<file path="src/rtl/irq_arb_pkg.sv">
package irq_arb_pkg;

  // Number of vector-table entries: reset, one per non-maskable source,
  // one shared entry (if any sources share), one per remaining maskable source.
  function automatic int vec_total(int nn, int nm, int ns);
    return 1 + nn + ((ns > 0) ? 1 : 0) + (nm - ns);
  endfunction

  // Vector index of maskable source i.
  function automatic int msk_vec(int nn, int ns, int i);
    if (i < ns) return 1 + nn;
    return 1 + nn + ((ns > 0) ? 1 : 0) + (i - ns);
  endfunction

endpackage

</file>
<file path="src/rtl/irq_sync.sv">
module irq_sync #(
  parameter int W = 1
) (
  input  logic         clk,
  input  logic         rst_n,
  input  logic [W-1:0] d,
  output logic [W-1:0] q
);

  logic [W-1:0] stg1_q, stg2_q;
  logic [W-1:0] stg1_d, stg2_d;

  always_comb begin
    stg1_d = d;
    stg2_d = stg1_q;
  end

  always_ff @(posedge clk or negedge rst_n) begin
    if (!rst_n) begin
      stg1_q <= '0;
      stg2_q <= '0;
    end else begin
      stg1_q <= stg1_d;
      stg2_q <= stg2_d;
    end
  end

  assign q = stg2_q;

endmodule

</file>
<file path="src/rtl/irq_select.sv">
module irq_select
  import irq_arb_pkg::*;
#(
  parameter int N_NMI    = 2,
  parameter int N_MSK    = 6,
  parameter int N_SHARED = 2,
  parameter int VEC_W    = 3
) (
  input  logic [N_NMI-1:0] nmi_s,
  input  logic [N_NMI-1:0] nmi_en,
  input  logic [N_MSK-1:0] irq_s,
  input  logic [N_MSK-1:0] irq_arm,
  input  logic             gie,
  output logic             g_valid,
  output logic [VEC_W-1:0] g_vec,
  output logic [N_NMI-1:0] g_nclr,
  output logic [N_MSK-1:0] g_iclr
);

  logic [N_NMI-1:0] nmi_ok;
  logic [N_MSK-1:0] irq_ok;
  logic             found;

  assign nmi_ok = nmi_s & nmi_en;
  assign irq_ok = irq_s & irq_arm & {N_MSK{gie}};

  always_comb begin
    found  = 1'b0;
    g_vec  = '0;
    g_nclr = '0;
    g_iclr = '0;
    for (int j = 0; j < N_NMI; j++) begin
      if (!found && nmi_ok[j]) begin
        found     = 1'b1;
        g_vec     = VEC_W'(1 + j);
        g_nclr[j] = 1'b1;
      end
    end
    for (int i = 0; i < N_MSK; i++) begin
      if (!found && irq_ok[i]) begin
        found = 1'b1;
        g_vec = VEC_W'(msk_vec(N_NMI, N_SHARED, i));
        if (i >= N_SHARED) g_iclr[i] = 1'b1;
      end
    end
    g_valid = found;
  end

endmodule

</file>
<file path="src/rtl/irq_arbiter.sv">
module irq_arbiter
  import irq_arb_pkg::*;
#(
  parameter int N_NMI    = 2,
  parameter int N_MSK    = 6,
  parameter int N_SHARED = 2,
  parameter int VEC_W    = $clog2(vec_total(N_NMI, N_MSK, N_SHARED))
) (
  input  logic             clk,
  input  logic             rst_n,
  input  logic             rst_req,
  input  logic [N_NMI-1:0] nmi_req,
  input  logic [N_NMI-1:0] nmi_en,
  input  logic [N_MSK-1:0] irq_req,
  input  logic [N_MSK-1:0] irq_arm,
  input  logic             gie,
  input  logic             insn_done,
  input  logic             entry_ack,
  output logic             take,
  output logic [VEC_W-1:0] vec,
  output logic [N_NMI-1:0] nmi_clr,
  output logic [N_MSK-1:0] irq_clr
);

  localparam int SYNC_W   = 1 + N_NMI + N_MSK;
  localparam int MSK_BASE = 1 + N_NMI;

  logic [SYNC_W-1:0] req_s;
  logic              rst_s;
  logic [N_NMI-1:0]  nmi_s;
  logic [N_MSK-1:0]  irq_s;

  irq_sync #(.W(SYNC_W)) u_sync (
    .clk   (clk),
    .rst_n (rst_n),
    .d     ({rst_req, nmi_req, irq_req}),
    .q     (req_s)
  );

  assign {rst_s, nmi_s, irq_s} = req_s;

  logic             g_valid;
  logic [VEC_W-1:0] g_vec;
  logic [N_NMI-1:0] g_nclr;
  logic [N_MSK-1:0] g_iclr;

  irq_select #(
    .N_NMI(N_NMI), .N_MSK(N_MSK), .N_SHARED(N_SHARED), .VEC_W(VEC_W)
  ) u_sel (
    .nmi_s   (nmi_s),
    .nmi_en  (nmi_en),
    .irq_s   (irq_s),
    .irq_arm (irq_arm),
    .gie     (gie),
    .g_valid (g_valid),
    .g_vec   (g_vec),
    .g_nclr  (g_nclr),
    .g_iclr  (g_iclr)
  );

  logic             rst_prev_q, rst_prev_d;
  logic             busy_q, busy_d;
  logic             take_q, take_d;
  logic [VEC_W-1:0] vec_q, vec_d;
  logic             vec_en;
  logic [N_NMI-1:0] nclr_q, nclr_d;
  logic [N_MSK-1:0] iclr_q, iclr_d;
  logic             rst_edge, grant_ok;

  always_comb begin
    rst_edge   = rst_s & ~rst_prev_q;
    grant_ok   = insn_done & ~busy_q & g_valid;
    take_d     = rst_edge | grant_ok;
    vec_en     = take_d;
    vec_d      = rst_edge ? '0 : g_vec;
    nclr_d     = (grant_ok && !rst_edge) ? g_nclr : '0;
    iclr_d     = (grant_ok && !rst_edge) ? g_iclr : '0;
    rst_prev_d = rst_s;
    if (take_d)         busy_d = 1'b1;
    else if (entry_ack) busy_d = 1'b0;
    else                busy_d = busy_q;
  end

  always_ff @(posedge clk or negedge rst_n) begin
    if (!rst_n) begin
      rst_prev_q <= 1'b0;
      busy_q     <= 1'b0;
      take_q     <= 1'b0;
      vec_q      <= '0;
      nclr_q     <= '0;
      iclr_q     <= '0;
    end else begin
      rst_prev_q <= rst_prev_d;
      busy_q     <= busy_d;
      take_q     <= take_d;
      nclr_q     <= nclr_d;
      iclr_q     <= iclr_d;
      if (vec_en) vec_q <= vec_d;
    end
  end

  assign take    = take_q;
  assign vec     = vec_q;
  assign nmi_clr = nclr_q;
  assign irq_clr = iclr_q;

  // Non-reset takes occur only on a boundary strobe.
  assert_boundary_R6: assert property (@(posedge clk) disable iff (!rst_n)
    (take_q && vec_q != '0) |-> $past(insn_done));

  // While an entry is in progress, only reset may be taken.
  assert_busy_hold_R10: assert property (@(posedge clk) disable iff (!rst_n)
    busy_q |=> (!take_q || vec_q == '0));

  // Maskable vectors require the global enable.
  assert_gie_gate_R2: assert property (@(posedge clk) disable iff (!rst_n)
    (take_q && vec_q >= VEC_W'(MSK_BASE)) |-> $past(gie));

  // Clear pulses are single and accompany a take.
  assert_clr_onehot_R8: assert property (@(posedge clk) disable iff (!rst_n)
    $onehot0({nclr_q, iclr_q}));

  assert_clr_with_take_R8: assert property (@(posedge clk) disable iff (!rst_n)
    (|{nclr_q, iclr_q}) |-> (take_q && vec_q != '0));

  // Reset vector never carries a clear pulse.
  assert_rst_noclr_R7: assert property (@(posedge clk) disable iff (!rst_n)
    (take_q && vec_q == '0) |-> ({nclr_q, iclr_q} == '0));

endmodule

</file>
<file path="config.mk">
export PLATFORM = sky130hd
export DESIGN_NAME = irq_arbiter
export DESIGN_NICKNAME = d
export VERILOG_FILES = /design/src/rtl/irq_arb_pkg.sv /design/src/rtl/irq_sync.sv /design/src/rtl/irq_select.sv /design/src/rtl/irq_arbiter.sv
export SDC_FILE = /design/constraint.sdc
export NUM_CORES = 1
export LEC_CHECK = 0
export BUFFER_PORTS_ARGS = -buffer_cell sky130_fd_sc_hd__clkbuf_2
export CAP_MARGIN = 20
export CORE_ASPECT_RATIO = 1.4
export CORE_MARGIN = 2
export CORE_UTILIZATION = 52
export DETAILED_ROUTE_END_ITERATION = 7
export PLACE_DENSITY = 0.81
export REMOVE_ABC_BUFFERS = 1
export SYNTH_ARGS = -nofsm -noshare
export SYNTH_HDL_FRONTEND = slang
export SYNTH_SLANG_ARGS = --single-unit
</file>
<file path="constraint.sdc">
create_clock -name clk -period 2.3 [get_ports clk]
set_input_delay 0.46 -clock clk [delete_from_list [all_inputs] [get_ports clk]]
set_output_delay 0.46 -clock clk [all_outputs]
set_load 0.05 [all_outputs]
</file>
# After elaboration in Yosys (flattened, before gate mapping)
# Cells that the tools add are included.
[classes]
muxes = 28
bitwise = 9
reduce_logical = 17
[ops]
columns = ["op", "n"]
rows = [
  ["2-to-1 mux 3 bit", 8],
  ["2-to-1 mux 1 bit", 18],
  ["AND 6 bit", 2],
  ["logical AND 1 bit", 8],
  ["zero test 1 bit", 8],
  ["2-to-1 mux 6 bit", 1],
  ["AND 1 bit", 3],
  ["AND 2 bit", 1],
  ["2-to-1 mux 2 bit", 1],
  ["NOT 1 bit", 2],
  ["nonzero test 2 bit", 1],
  ["bitwise OR 1 bit", 1],
]
[word_totals]
regBits = 32
inputBits = 22
output_inout_bits = 12
wordCells = 62

# Logic depth before layout (Yosys ltp)
[logic_depth]
ltp_word = 26
mapped_depth = 4

# Cells and area by module
# A second synthesis with hierarchy kept.
[hier_totals]
hier_cells = 86
area_unflattened_um2 = 1169.9
[modules_own_cells]
columns = ["module", "instances", "cells_per_inst", "area_per_inst_um2"]
rows = [
  ["irq_arbiter", 1, 38, 515.5],
  ["irq_sync", 1, 18, 450.4],
  ["irq_select", 1, 30, 203.9],
]

# Least setup slack after synthesis
# No wires, ideal clock.
[synth_timing]
kind = "input-to-reg"
start = "input irq_arm[3]"
end = "register vec_q[1], in the netlist vec[1]"
setup_time_ns = 0.099
arrival_time_ns = 1.437
required_ns = 2.201
slack_ns = 0.764
cell_stages = 4
path_cell_list = "a222oi_1 a21oi_1 or2_1 a311oi_1"
[synth_via]
elab_chain_len = 12
word_cells_on_any_way = 16
classes_between = "mux (7); bitwise (4); reduce/logical (5)"
[synth_lines]
columns = ["element", "line", "rtl"]
rows = [
  ["start, declared", "irq_arbiter.sv:15", "input logic [N_MSK-1:0] irq_arm,"],
  ["AND 6 bit * (2 in a row)", "irq_select.sv:25", "assign irq_ok = irq_s & irq_arm & {N_MSK{gie}};"],
  ["logical AND 1 bit *", "irq_select.sv:40", "if (!found && irq_ok[i]) begin"],
  ["2-to-1 mux 1 bit", "irq_select.sv:40", ""],
  ["zero test 1 bit", "irq_select.sv:40", ""],
  ["logical AND 1 bit", "irq_select.sv:40", ""],
  ["2-to-1 mux 1 bit", "irq_select.sv:40", ""],
  ["zero test 1 bit", "irq_select.sv:40", ""],
  ["logical AND 1 bit", "irq_select.sv:40", ""],
  ["2-to-1 mux 1 bit", "irq_select.sv:40", ""],
  ["AND 1 bit", "irq_arbiter.sv:72", "grant_ok = insn_done & ~busy_q & g_valid;"],
  ["bitwise OR 1 bit", "irq_arbiter.sv:73", "take_d = rst_edge | grant_ok;"],
  ["end signal, assigned", "irq_arbiter.sv:98", "if (vec_en) vec_q <= vec_d;"],
  ["end, declared", "irq_arbiter.sv:64", "logic [VEC_W-1:0] vec_q, vec_d;"],
]
# Every way passes the cells marked *; elsewhere a longest branch is shown, timed or not.
# A chain may end at the register's enable or synchronous reset.

# Worst setup path in the final report
[layout_timing]
start = "register u_sync.stg2_q[3], in the netlist u_sync.q[3]"
end = "register vec_q[1], in the netlist vec[1]"
[layout_via]
elab_chain_len = 12
word_cells_on_any_way = 16
classes_between = "mux (7); bitwise (4); reduce/logical (5)"
[layout_lines]
columns = ["element", "line", "rtl"]
rows = [
  ["start, declared", "irq_sync.sv:10", "logic [W-1:0] stg1_q, stg2_q;"],
  ["start signal, assigned", "irq_sync.sv:24", "stg2_q <= stg2_d;"],
  ["AND 6 bit * (2 in a row)", "irq_select.sv:25", ""],
  ["logical AND 1 bit *", "irq_select.sv:40", ""],
  ["2-to-1 mux 1 bit", "irq_select.sv:40", ""],
  ["zero test 1 bit", "irq_select.sv:40", ""],
  ["logical AND 1 bit", "irq_select.sv:40", ""],
  ["2-to-1 mux 1 bit", "irq_select.sv:40", ""],
  ["zero test 1 bit", "irq_select.sv:40", ""],
  ["logical AND 1 bit", "irq_select.sv:40", ""],
  ["2-to-1 mux 1 bit", "irq_select.sv:40", ""],
  ["AND 1 bit", "irq_arbiter.sv:72", ""],
  ["bitwise OR 1 bit", "irq_arbiter.sv:73", ""],
]
# Marked as above.

==> impl_metrics.ini <==
[status]
status = finished clean

[power]
ir_drop_mv = 0.604
p_leak_nw = 0.649
power.density_nw_per_um2 = 805

[timing]
min_period_ns = 1.70
worstMarginPinSlew_ns = 0.682
setup_tns_ns = 0
hold_viol = 0
timing.final.ws_setup_ns = 0.603
setup_viol_count_final = 0
rsz0062_at_grt = no
relSlewSlack_pct = 54.5
drv_slew = 0
skew_ns = 0.00856
min_period_over_period_pct = 73.8
fmax_mhz = 589

[logic_synthesis]
avgSynthCellArea_um2 = 12.4
syn_inst = 86
async_flop_share_pct = 100
synth-edff-count = 0
synth_ff_type = dfrtp_1
netlist_area_um2 = 1060
synth-seq-cells = 30
synth.distinct_cells = 24
ys_seq_area_share_pct = 70.6
yosys_warnings = 0

[die]
core_region_area_um2 = 1950
std_cell_rows = 19
die-height_um = 57.5
die_area_um2 = 2430
boundaryPins = 34
die_w_um = 42.2
start_util_pct = 54.6

[clock_tree]
clock_path_buffers = 2
cts.sinks = 30
ctsHtreeMaxLevel = 2
hold_buffers = 0
clkLatencyLatePin_ns = 0.32
cts_made_buffers = 5
post-cts-setup-buffers = 0
cts_root_buf = clkbuf_4
cts_tree = built
clkSlewWorstSetupHoldPaths_ns = 0.09
ctsResizeCount = 0

[place]
placed_area_um2 = 1230
dp_slack_ns = 0.481
globalplace.congestion = 0.796
port_buffers = 31

[worst_setup_path]
end_kind = flop
path_cells = a222oi_1, a21oi_1, or2_1, a311oi_1
max_stage_delay_ns = 0.52
reg2regPathDepth = 4
r2r_start = u_sync.q[3]$_DFF_PN0_
slowest_stage = a222oi_1
arrival_ns = 1.93
worstPathRequired_ns = 2.53
startpoint_type = flop
rrSetupSlack_ns = 0.60
r2r_end = vec[1]$_DFFE_PN0P_
cp_max_fo = 4
critPathKind = flop to flop
critPathBufInv = 0
critPathTopFamily = compound AO/OA/AOI/OAI gates
crit_start = u_sync.q[3]$_DFF_PN0_

[routing]
viasPerCell = 5.30
drt_iter0_drc = 13
firstDrtPassIters = 4
vias = 769
wl_per_cell_um = 12.4
routed_wl_um = 1800
ant_nets = 0
drc = 0

[global_route]
grt_overflow_total = 0
grt_pass1_vias = 776
grt_util_all_layers_pct = 18.0
grt_pass1_wl_um = 2980
antenna_found_initial = 0
grt_start_max_net_pins = 31

[final_layout]
area_growth_pct = 21.6
diodes = 0
final_cell_area_um2 = 1290
drive_above_1_share_pct = 31.5
fin_nets = 145
final_util_pct = 66.4

[worst_hold_path]
hold_class = primary input to asynchronous set/reset pin

[run]
cap_viol_max_count = 0
-- cells by family (layout without fill, tap and decap cells) --
family | Yosys count | count (layout) | synth area share [%]
flops | 30 | 30 | 70.6
simple gates | 37 | 37 | 17.9
compound gates | 16 | 16 | 9.77
other cells | 1 | 2 | 0.353
buf+inv | 2 | 39 | 1.41
-- layer usage --
layer | track usage [%] | part of all wire (%) | up-vias
met5 | 0 | 0 | -
li1 | - | - | 372
met4 | 12.9 | 2.6 | 0
met2 | 31.4 | 56 | 29
met3 | 9.18 | 8.5 | 4
met1 | 15.0 | 33 | 364
-- cell type report --
class                           count  area (µm²)
Timing Repair Buffer               31         155
Fill cell                         169         656
Tap cell                           21        26.3
Sequential cell                    30         751
Multi-Input combinational cell     55         302
Clock inverter                      1        5.00
Clock buffer                        7        55.1
-- per-stage QoR --
stage | std cells | hold WS (ns) | power, mW
floorplan | 85 | 0.164 | 0.688
global placement | 137 | 0.333 | 0.740
detailed placement | 137 | 0.336 | 0.745
CTS | 145 | 0.168 | 1.06
global route | 145 | 0.194 | 1.10
finish | 145 | 0.160 | 1.04
-- flip-flops by register name, summed over array words and instances (netlist names) --
register / flops
take: 1
u_sync.q: 9
vec: 3
irq_clr: 4
u_sync.stg1_q: 9
busy_q: 1
rst_prev_q: 1
nmi_clr: 2
-- cell usage after synthesis, drive strengths merged, types with 2 or more instances --
cell type   n  share of area (%)
buf         2                1.4
a21oi       6                2.8
nor3b       2                1.4
nand3       3                1.4
nand2       8                2.8
a31oi       2                1.2
nand2b      6                3.5
and3        2                1.2
nand4       2                1.2
dfrtp      30                 71
nor2        7                2.5
nor3        3                1.4
o21ai       2               0.94
-- worst max-delay path by stage --
| stage | cells past startpoint | slack, ns | endpoint |
|---|---|---|---|
| after detailed placement | 5 | 0.48 | vec[1]$_DFFE_PN0P_ |
| after floorplan | 4 | 0.76 | vec[1]$_DFFE_PN0P_ |
| final | 4 | 0.60 | vec[1]$_DFFE_PN0P_ |
| after global placement | 5 | 0.54 | vec[1]$_DFFE_PN0P_ |
| after global routing | 4 | 0.44 | vec[1]$_DFFE_PN0P_ |
| after CTS | 4 | 0.62 | vec[1]$_DFFE_PN0P_ |
-- cells in the final DEF (no fill, tap or decap), types with 2 or more instances in the layout --
| cell | Yosys | final |
|---|---|---|
| nand2b_1 | 6 | 6 |
| nor3b_1 | 2 | 2 |
| and3_1 | 2 | 2 |
| nand4_1 | 2 | 2 |
| nor3_1 | 3 | 3 |
| clkbuf_4 | 0 | 5 |
| nand2_1 | 8 | 8 |
| o21ai_0 | 2 | 2 |
| conb_1 | 1 | 2 |
| nand3_1 | 3 | 3 |
| clkbuf_2 | 0 | 31 |
| nor2_1 | 7 | 7 |
| a31oi_1 | 2 | 2 |
| a21oi_1 | 6 | 6 |
| dfrtp_1 | 30 | 30 |
-- power breakdown --
| group | internal, mW | total (mW) | leakage, nW | switching, mW |
|---|---|---|---|---|
| logic | 0.0487 | 0.158 | 0.247 | 0.109 |
| clock network | 0.148 | 0.309 | 0.0353 | 0.161 |
| registers | 0.560 | 0.574 | 0.368 | 0.0148 |
| total | 0.756 | 1.04 | 0.649 | 0.285 |
Power figures use the tool's default switching activity.
